--- src/rtl/ptw_pkg.sv ---
package ptw_pkg;

    typedef enum logic [2:0] {
        S_IDLE     = 3'd0,
        S_READ_DIR = 3'd1,
        S_READ_TBL = 3'd2,
        S_DONE     = 3'd3,
        S_FAULT    = 3'd4
    } walk_state_t;

    typedef enum logic {
        LVL_DIR = 1'b0,
        LVL_TBL = 1'b1
    } walk_level_t;

endpackage

--- src/rtl/ptw_entry_addr.sv ---
module ptw_entry_addr #(
    parameter int ADDR_W      = 32,
    parameter int FRAME_W     = 20,
    parameter int IDX_W       = 10,
    parameter int ENTRY_SHIFT = 2
) (
    input  logic [FRAME_W-1:0] base_frame,
    input  logic [IDX_W-1:0]   idx,
    output logic [ADDR_W-1:0]  addr
);
    localparam int OFF_W = ADDR_W - FRAME_W;

    logic [ADDR_W-1:0] base_full;
    logic [ADDR_W-1:0] idx_scaled;

    always_comb begin
        base_full  = {base_frame, {OFF_W{1'b0}}};
        idx_scaled = ADDR_W'(idx) << ENTRY_SHIFT;
        addr       = base_full + idx_scaled;
    end
endmodule

--- src/rtl/ptw_entry_decode.sv ---
module ptw_entry_decode #(
    parameter int ADDR_W      = 32,
    parameter int FRAME_W     = 20,
    parameter int PRESENT_BIT = 0
) (
    input  logic [ADDR_W-1:0]  entry,
    output logic               present,
    output logic [FRAME_W-1:0] frame
);
    localparam int OFF_W = ADDR_W - FRAME_W;

    logic unused_attr_bits;

    always_comb begin
        present          = entry[PRESENT_BIT];
        frame            = entry[ADDR_W-1:OFF_W];
        unused_attr_bits = ^entry[OFF_W-1:0];
    end
endmodule

--- src/rtl/ptw_walker.sv ---
module ptw_walker
    import ptw_pkg::*;
#(
    parameter int DIR_IDX_W  = 10,
    parameter int TBL_IDX_W  = 10,
    parameter int PAGE_OFF_W = 12,
    localparam int ADDR_W    = DIR_IDX_W + TBL_IDX_W + PAGE_OFF_W
) (
    input  logic              clk,
    input  logic              rst_n,
    input  logic              req_valid,
    output logic              req_ready,
    input  logic [ADDR_W-1:0] req_lin_addr,
    input  logic [ADDR_W-1:0] dir_base,
    output logic              mem_rd_valid,
    input  logic              mem_rd_ready,
    output logic [ADDR_W-1:0] mem_rd_addr,
    input  logic              mem_rsp_valid,
    input  logic [ADDR_W-1:0] mem_rsp_data,
    output logic              done_valid,
    output logic [ADDR_W-1:0] done_phys_addr,
    output logic              fault_valid,
    output logic [ADDR_W-1:0] fault_lin_addr,
    output logic              fault_level
);
    localparam int FRAME_W     = ADDR_W - PAGE_OFF_W;
    localparam int ENTRY_SHIFT = 2;

    walk_state_t       state_q, state_d;
    logic [ADDR_W-1:0] lin_q;
    logic [FRAME_W-1:0] dir_frame_q;
    logic [FRAME_W-1:0] tbl_frame_q;
    logic [FRAME_W-1:0] page_frame_q;
    logic              issued_q;
    walk_level_t       lvl_q;

    logic              ent_present;
    logic [FRAME_W-1:0] ent_frame;
    logic [ADDR_W-1:0] dir_entry_addr;
    logic [ADDR_W-1:0] tbl_entry_addr;
    logic              rd_fire;
    logic              rsp_take;
    logic              unused_base_low;

    assign unused_base_low = ^dir_base[PAGE_OFF_W-1:0];

    ptw_entry_decode #(
        .ADDR_W      (ADDR_W),
        .FRAME_W     (FRAME_W),
        .PRESENT_BIT (0)
    ) u_decode (
        .entry   (mem_rsp_data),
        .present (ent_present),
        .frame   (ent_frame)
    );

    ptw_entry_addr #(
        .ADDR_W      (ADDR_W),
        .FRAME_W     (FRAME_W),
        .IDX_W       (DIR_IDX_W),
        .ENTRY_SHIFT (ENTRY_SHIFT)
    ) u_dir_addr (
        .base_frame (dir_frame_q),
        .idx        (lin_q[ADDR_W-1 -: DIR_IDX_W]),
        .addr       (dir_entry_addr)
    );

    ptw_entry_addr #(
        .ADDR_W      (ADDR_W),
        .FRAME_W     (FRAME_W),
        .IDX_W       (TBL_IDX_W),
        .ENTRY_SHIFT (ENTRY_SHIFT)
    ) u_tbl_addr (
        .base_frame (tbl_frame_q),
        .idx        (lin_q[PAGE_OFF_W +: TBL_IDX_W]),
        .addr       (tbl_entry_addr)
    );

    assign rd_fire  = mem_rd_valid && mem_rd_ready;
    assign rsp_take = issued_q && mem_rsp_valid;

    // Next-state selection
    always_comb begin
        state_d = state_q;
        unique case (state_q)
            S_IDLE: begin
                if (req_valid) state_d = S_READ_DIR;
            end
            S_READ_DIR: begin
                if (rsp_take) state_d = ent_present ? S_READ_TBL : S_FAULT;
            end
            S_READ_TBL: begin
                if (rsp_take) state_d = ent_present ? S_DONE : S_FAULT;
            end
            S_DONE:  state_d = S_IDLE;
            S_FAULT: state_d = S_IDLE;
            default: state_d = S_IDLE;
        endcase
    end

    // State register and walk context
    always_ff @(posedge clk) begin
        if (!rst_n) begin
            state_q      <= S_IDLE;
            lin_q        <= '0;
            dir_frame_q  <= '0;
            tbl_frame_q  <= '0;
            page_frame_q <= '0;
            issued_q     <= 1'b0;
            lvl_q        <= LVL_DIR;
        end else begin
            state_q <= state_d;
            unique case (state_q)
                S_IDLE: begin
                    if (req_valid) begin
                        lin_q       <= req_lin_addr;
                        dir_frame_q <= dir_base[ADDR_W-1:PAGE_OFF_W];
                        issued_q    <= 1'b0;
                    end
                end
                S_READ_DIR: begin
                    if (rd_fire) issued_q <= 1'b1;
                    if (rsp_take) begin
                        issued_q    <= 1'b0;
                        tbl_frame_q <= ent_frame;
                        lvl_q       <= LVL_DIR;
                    end
                end
                S_READ_TBL: begin
                    if (rd_fire) issued_q <= 1'b1;
                    if (rsp_take) begin
                        issued_q     <= 1'b0;
                        page_frame_q <= ent_frame;
                        lvl_q        <= LVL_TBL;
                    end
                end
                default: begin
                    issued_q <= 1'b0;
                end
            endcase
        end
    end

    // Outputs
    always_comb begin
        req_ready      = 1'b0;
        mem_rd_valid   = 1'b0;
        mem_rd_addr    = dir_entry_addr;
        done_valid     = 1'b0;
        fault_valid    = 1'b0;
        done_phys_addr = {page_frame_q, lin_q[PAGE_OFF_W-1:0]};
        fault_lin_addr = lin_q;
        fault_level    = lvl_q;
        unique case (state_q)
            S_IDLE:     req_ready = 1'b1;
            S_READ_DIR: begin
                mem_rd_valid = !issued_q;
                mem_rd_addr  = dir_entry_addr;
            end
            S_READ_TBL: begin
                mem_rd_valid = !issued_q;
                mem_rd_addr  = tbl_entry_addr;
            end
            S_DONE:     done_valid  = 1'b1;
            S_FAULT:    fault_valid = 1'b1;
            default:    req_ready   = 1'b0;
        endcase
    end

endmodule

--- config.mk ---
export PLATFORM = sky130hd
export DESIGN_NAME = ptw_walker
export DESIGN_NICKNAME = d
export VERILOG_FILES = /design/src/rtl/ptw_pkg.sv /design/src/rtl/ptw_entry_addr.sv /design/src/rtl/ptw_entry_decode.sv /design/src/rtl/ptw_walker.sv
export SDC_FILE = /design/constraint.sdc
export NUM_CORES = 1
export LEC_CHECK = 0
export BUFFER_PORTS_ARGS = -buffer_cell sky130_fd_sc_hd__buf_2
export CAP_MARGIN = 0
export CELL_PAD_IN_SITES_DETAIL_PLACEMENT = 1
export CELL_PAD_IN_SITES_GLOBAL_PLACEMENT = 1
export CORE_UTILIZATION = 35
export CTS_CLUSTER_SIZE = 40
export DETAILED_ROUTE_END_ITERATION = 12
export GPL_TIMING_DRIVEN = 0
export PLACE_DENSITY_LB_ADDON = 0.05
export SLEW_MARGIN = 10
export SYNTH_ARGS = -nofsm -noshare
export SYNTH_HDL_FRONTEND = slang
export SYNTH_HIERARCHICAL = 1
export SYNTH_SLANG_ARGS = --single-unit
--- constraint.sdc ---
create_clock -name clk -period 1.8 [get_ports clk]
set_input_delay 0.36 -clock clk [delete_from_list [all_inputs] [get_ports clk]]
set_output_delay 0.36 -clock clk [all_outputs]
set_load 0.01 [all_outputs]
==> results of run 1 <==
[placed cells by master (no fill, tap or decap), drive strengths merged]
| master | instances |
|---|---|
| nor2 | 3 |
| mux2i | 41 |
| nor2b | 3 |
| nor3 | 2 |
| and2 | 1 |
| and3 | 1 |
| o21ai | 53 |
| inv | 1 |
| a2111oi | 1 |
| o2bb2ai | 1 |
| nand4 | 2 |
| nand2b | 1 |
| diode | 1 |
| nor4b | 2 |
| conb | 4 |
| nand2 | 114 |
| clkinv | 4 |
| nand3 | 52 |
| dfxtp | 97 |
| a22oi | 1 |
| and3b | 1 |
| mux2 | 32 |
| nor3b | 1 |
| clkbuf | 34 |
| buf | 275 |
| a21oi | 2 |
| clkinvlp | 1 |
| nor4 | 1 |
[stage by stage]
stage	total power [mW]	std cells	cell area [µm²]	utilization
global route	5.19	907	6600	0.494
CTS	4.97	904	6360	0.476
detailed placement	3.10	884	5830	0.437
global placement	3.08	884	5830	0.437
finish	4.96	908	6600	0.494
floorplan	2.81	554	4840	-
[synth_stat cells, drive strengths merged (2+ instances only)]
cell type	number	area [µm²]
buf	116	882
nor2b	3	18.8
a21oi	2	10.0
nor2	3	11.3
nor4b	2	47.6
o21ai	53	265
nand4	2	12.5
dfxtp	97	1940
nand2	114	430
mux2i	41	410
mux2	32	360
conb	2	7.51
nand3	52	260
clkbuf	22	85.1
nor3	2	10.0
[path summary, 6_finish.rpt]
path | cells past startpoint | to | slack [ns] | from
worst min-delay path | 2 | state_q[2]$_SDFFE_PN0P_ | 0.21 | mem_rsp_data[0]
worst max register to register | 6 | dir_frame_q[1]$_SDFFE_PN0P_ | 0.09 | state_q[2]$_SDFFE_PN0P_
worst max-delay path | 5 | mem_rd_addr[27] | -0.32 | state_q[0]$_SDFFE_PN0P_
worst min register to register | 2 | dir_frame_q[3]$_SDFFE_PN0P_ | 0.45 | dir_frame_q[3]$_SDFFE_PN0P_
[registers in the layout, indices dropped and copies added, names as in the netlist]
name	flops
state_q	3
page_frame_q	20
issued_q	1
dir_frame_q	20
fault_level	1
fault_lin_addr	32
tbl_frame_q	20
[power by group through the flow]
stage / Combinational (mW) / Sequential [mW] / Clock [mW]
floorplan: 0.463 / 2.35 / 0
global placement: 0.748 / 2.33 / 0
detailed placement: 0.760 / 2.34 / 0
CTS: 0.802 / 2.30 / 1.87
global route: 0.925 / 2.30 / 1.96
finish: 0.854 / 2.29 / 1.82
[cells by family after synthesis]
family / after synthesis
AO/OA/AOI/OAI: 58
multiplexers: 73
other: 2
flip-flops: 97
buffers and inverters: 138
AND/OR/NAND/NOR: 184
[worst register-to-register path, cell delays in order (launching register included)]
cell     delay, ns
dfxtp_4       0.36
buf_4         0.17
nor4b_4       0.48
buf_6         0.23
buf_6         0.16
nand3_1       0.11
o21ai_1       0.13
[what timing repair did]
action / CTS / global route
cloned: 1 / 2
endpoints found under the setup margin: 31 / 52
setup buffers: 5 / 2
resized for setup: 50 / 41
pin swaps: 0 / 1
[cell type report]
class,count,area (µm²),share of cell area
multi-input cells,319,2050,0.311
flip-flops and latches,97,1950,0.296
repair buffers,164,1110,0.168
plain buffers,135,991,0.150
clock buffers,10,229,0.0347
well taps,176,220,0.0334
clock inverters,6,43.8,0.00664
diodes,1,2.50,0.000379
[metal layers]
layer	vias to the layer above	wire length, µm	GRT usage
met5	-	0	0
li1	2086	-	-
met3	12	794	0.0393
met4	0	211	0.0734
met2	118	6950	0.336
met1	2068	6260	0.243
==> results.json, run 1 <==
{
  "critPathArrivalTime_ns": 1.76,
  "async_reset_ff_frac": 0,
  "tns_ns": -8.77,
  "fin_nets": 827,
  "globalplace.congestion": 0.808,
  "synth_edf_count": 0,
  "drive_above_1_share": 0.458,
  "netlist_area_um2": 4830,
  "cp_max_fo": 7,
  "clock_path_buffers": 2,
  "ys_ff_latch": 97,
  "wl_per_cell_um": 15.7,
  "cp_top_family": "buffers and inverters",
  "cp_num_buf_inv": 3,
  "cts_root_buf": "clkbuf_16",
  "slowest_delay_ns": 0.37,
  "ios": 202,
  "peakVddDrop_mv": 0.374,
  "slew_headroom": 0.588,
  "drc": 0,
  "holdCritPathClass": "input port to flip-flop",
  "period_minus_slack_ns": 2.12,
  "synthSimpleGateAreaFrac": 0.175,
  "ant_nets": 0,
  "routed_via_density": 4.72,
  "max-cap-violations": 0,
  "max_freq_ghz": 0.472,
  "die_area_um2": 14300,
  "dieHeight_um": 119,
  "grt_pass1_vias": 4354,
  "drt-pass1-iter-count": 4,
  "htree_levels": 3,
  "syn_avg_cell_area_um2": 8.75,
  "layout_setup_ws_ns": -0.321,
  "setup_violations": 30,
  "synth_top_family_by_area": "buffers and inverters",
  "intPower_mw": 3.63,
  "fin_crit_sh": 1.18,
  "die_w_um": 119,
  "initial_utilization": 0.362,
  "p_sw_frac": 0.269,
  "power_density_nw_per_um2": 752,
  "tightest_slew_ns": 0.618,
  "seq_area_frac_synth": 0.402,
  "io_buffers": 154,
  "slew_viol_final": 0,
  "crit_path_cell_trace": "nor3b_4 > buf_12 > clkbuf_16 > mux2_4 > buf_6",
  "area_growth_pct": 36.6,
  "place_ws_ns": -0.343,
  "grt_use_total": 0.197,
  "grt_pass1_wl_mm": 21.8,
  "cts_tree": "done",
  "finalHoldViolCount": 0,
  "core_um2": 13300,
  "comb_power_share": 0.172,
  "ys_types": 30,
  "end_kind": "output pin",
  "ys.flop_type": "dfxtp_1",
  "yosys.area_share.adder": 0,
  "clkTransAtPathRegs_ns": 0.07,
  "synth_warnings": 6,
  "rsz0062_at_grt": "yes",
  "clock_latency_ns": 0.35,
  "post_synth_mux_area_share": 0.160,
  "violations": "negative setup slack",
  "grt_max_degree": 17,
  "pwr-share-clk": 0.367,
  "clock_sinks": 97,
  "p_seq_frac": 0.462,
  "cp-start-kind": "flip-flop",
  "criticalPathCategory": "flip-flop to output pin",
  "fillers": 1635,
  "synth-compound-area-share": 0.0622,
  "outcome": "finished, violations left",
  "num_rows": 42,
  "fin_hold_ws_ns": 0.212,
  "cp_slowest_cell": "dfxtp_4",
  "postCtsHoldBufs": 0,
  "gr-total-overflow": 0,
  "p_leak_nw": 3.01,
  "switchingPower_mw": 1.34,
  "wl_mm": 14.2,
  "drt-initial-drc-count": 126,
  "syn_inst": 552,
  "synth-xor-area-share": 0,
  "grt_antenna_before_repair": 1,
  "hpwl_mm": 10.2,
  "critPathRequiredTime_ns": 1.44,
  "skew_ns": 0.00615,
  "cts_made_buffers": 9,
  "vias": 4284
}
Note: power is estimated with default switching activity, not from simulation.
==> run 2, diff against run 1 <==
--- a/config.mk
+++ b/config.mk
@@ -9,7 +9,7 @@
 export CAP_MARGIN = 0
 export CELL_PAD_IN_SITES_DETAIL_PLACEMENT = 1
 export CELL_PAD_IN_SITES_GLOBAL_PLACEMENT = 1
-export CORE_UTILIZATION = 35
+export CORE_UTILIZATION = 31
 export CTS_CLUSTER_SIZE = 40
 export DETAILED_ROUTE_END_ITERATION = 12
 export GPL_TIMING_DRIVEN = 0
==> constraint.sdc (replaced) <==
create_clock -name clk -period 1.9 [get_ports clk]
set_input_delay 0.38 -clock clk [delete_from_list [all_inputs] [get_ports clk]]
set_output_delay 0.38 -clock clk [all_outputs]
set_load 0.01 [all_outputs]
==> results.json, run 2 (synthesis gave the netlist of run 1 again) <==
{
  "slew_headroom": 0.617,
  "grt_pass1_vias": 4497,
  "wl_mm": 14.7,
  "min_path_cells": 2,
  "end_kind": "output pin",
  "fillers": 1821,
  "busiest_layer": "met2",
  "place_area_um2": 5840,
  "fin_nets": 828,
  "cp_max_fo": 7,
  "io_buffers": 154,
  "p_leak_nw": 3.02,
  "rsz0062_at_grt": "yes",
  "gr-total-overflow": 0,
  "power_mw": 4.76,
  "design_area_um2": 6630,
  "max-cap-violations": 0,
  "grt_use_total": 0.183,
  "peakVddDrop_mv": 0.553,
  "holdCritPathClass": "input port to flip-flop",
  "critPathRequiredTime_ns": 1.52,
  "final_cell_mix": "buf_2, nand2_1, buf_4",
  "rr_worst_depth": 8,
  "cts_tree": "done",
  "cts_root_buf": "clkbuf_16",
  "htree_levels": 3,
  "antenna_cells": 0,
  "routed_via_density": 4.60,
  "hpwl_mm": 10.7,
  "max_freq_ghz": 0.454,
  "fin_crit_sh": 1.16,
  "drt-pass1-iter-count": 5,
  "area_growth_pct": 37.2,
  "met1_usage": 0.218,
  "tightest_slew_ns": 0.575,
  "ant_nets": 0,
  "num_rows": 45,
  "period_minus_slack_ns": 2.20,
  "grt_antenna_before_repair": 0,
  "dieHeight_um": 127,
  "criticalPathCategory": "flip-flop to output pin",
  "skew_ns": 0.00782,
  "wl_per_cell_um": 16.0,
  "drc": 0,
  "outcome": "finished, violations left",
  "clock_sinks": 97,
  "cp-start-kind": "flip-flop",
  "power_density_nw_per_um2": 718,
  "die_w_um": 127,
  "finalHoldViolCount": 0,
  "grt_max_degree": 15,
  "postCtsHoldBufs": 0,
  "core_um2": 15200,
  "cts_made_buffers": 9,
  "final_common_cell": "buf_2",
  "globalplace.congestion": 0.780,
  "clock_path_buffers": 2,
  "largest_reg_flops": 32,
  "grt_pass1_wl_mm": 22.8,
  "grtUsageMet3": 0.0439,
  "drt-initial-drc-count": 138,
  "drive_above_1_share": 0.458,
  "clock_latency_ns": 0.34,
  "initial_utilization": 0.318,
  "fin_util": 0.436,
  "violations": "negative setup slack",
  "grt_use_met2": 0.325,
  "ios": 202,
  "critPathArrivalTime_ns": 1.82,
  "layout_setup_ws_ns": -0.300,
  "setup_violations": 30,
  "clkTransAtPathRegs_ns": 0.06,
  "slew_viol_final": 0,
  "vias": 4228,
  "die_area_um2": 16100
}
[run 2: cell types whose count changed in the layout (fill, tap and decap cells not counted), moves of 2 or more]
cell	change
buf_4	+3
buf_6	-2
buf_12	+2
clkbuf_8	+3
clkinv_4	-2
[run 2: critical path, stage by stage (launching register included)]
cell and delay [ns]:
dfxtp_4 0.38, nor3b_4 0.28, buf_6 0.21, clkbuf_16 0.17, mux2_4 0.31, buf_6 0.12
[run 2: final cells by class]
cell class | count | area [µm²] | area share
clock buffer | 13 | 270 | 0.0408
clock inverter | 2 | 12.5 | 0.00189
timing repair buffer | 166 | 1100 | 0.166
multi-input combinational | 319 | 2060 | 0.311
tap | 188 | 235 | 0.0355
buffer | 134 | 996 | 0.150
sequential | 97 | 1950 | 0.294
[run 2: layer usage]
layer | wire, µm | part of all wire
met5 | 0 | 0
met1 | 6530 | 0.44
met3 | 666 | 0.045
met4 | 158 | 0.011
met2 | 7350 | 0.50
[run 2: worst paths after layout]
| check | start | end | slack [ns] |
|---|---|---|---|
| setup / recovery | state_q[2]$_SDFFE_PN0P_ | mem_rd_addr[29] | -0.30 |
| hold / removal | mem_rsp_data[0] | state_q[2]$_SDFFE_PN0P_ | 0.25 |
| setup reg to reg | state_q[2]$_SDFFE_PN0P_ | page_frame_q[7]$_SDFFE_PN0P_ | 0.07 |
| hold reg to reg | dir_frame_q[17]$_SDFFE_PN0P_ | dir_frame_q[17]$_SDFFE_PN0P_ | 0.45 |
[run 2: timing repair]
| item | CTS | global route |
|---|---|---|
| gates cloned | 1 | 2 |
| endpoints found under the setup margin | 31 | 40 |
| resized for setup | 48 | 47 |
| buffers inserted | 8 | 2 |
| pin swaps | 1 | 1 |
[run 2: per-stage QoR]
step | hold slack, ns | setup slack, ns | instances | setup TNS [ns]
detailed placement | 0.443 | -0.291 | 896 | -10.99
floorplan | 0.429 | 0.185 | 554 | 0
CTS | 0.228 | -0.317 | 918 | -8.41
global route | 0.230 | -0.349 | 919 | -8.86
finish | 0.245 | -0.300 | 919 | -7.38
global placement | 0.437 | -0.269 | 896 | -8.48
[run 2: where the power goes]
| part | leakage [nW] | internal, mW | switching, mW | total (mW) |
|---|---|---|---|---|
| Combinational | 2.09 | 0.431 | 0.380 | 0.811 |
| Clock | 0.138 | 0.988 | 0.788 | 1.78 |
| Sequential | 0.792 | 2.11 | 0.0557 | 2.17 |
| Total | 3.02 | 3.53 | 1.22 | 4.76 |
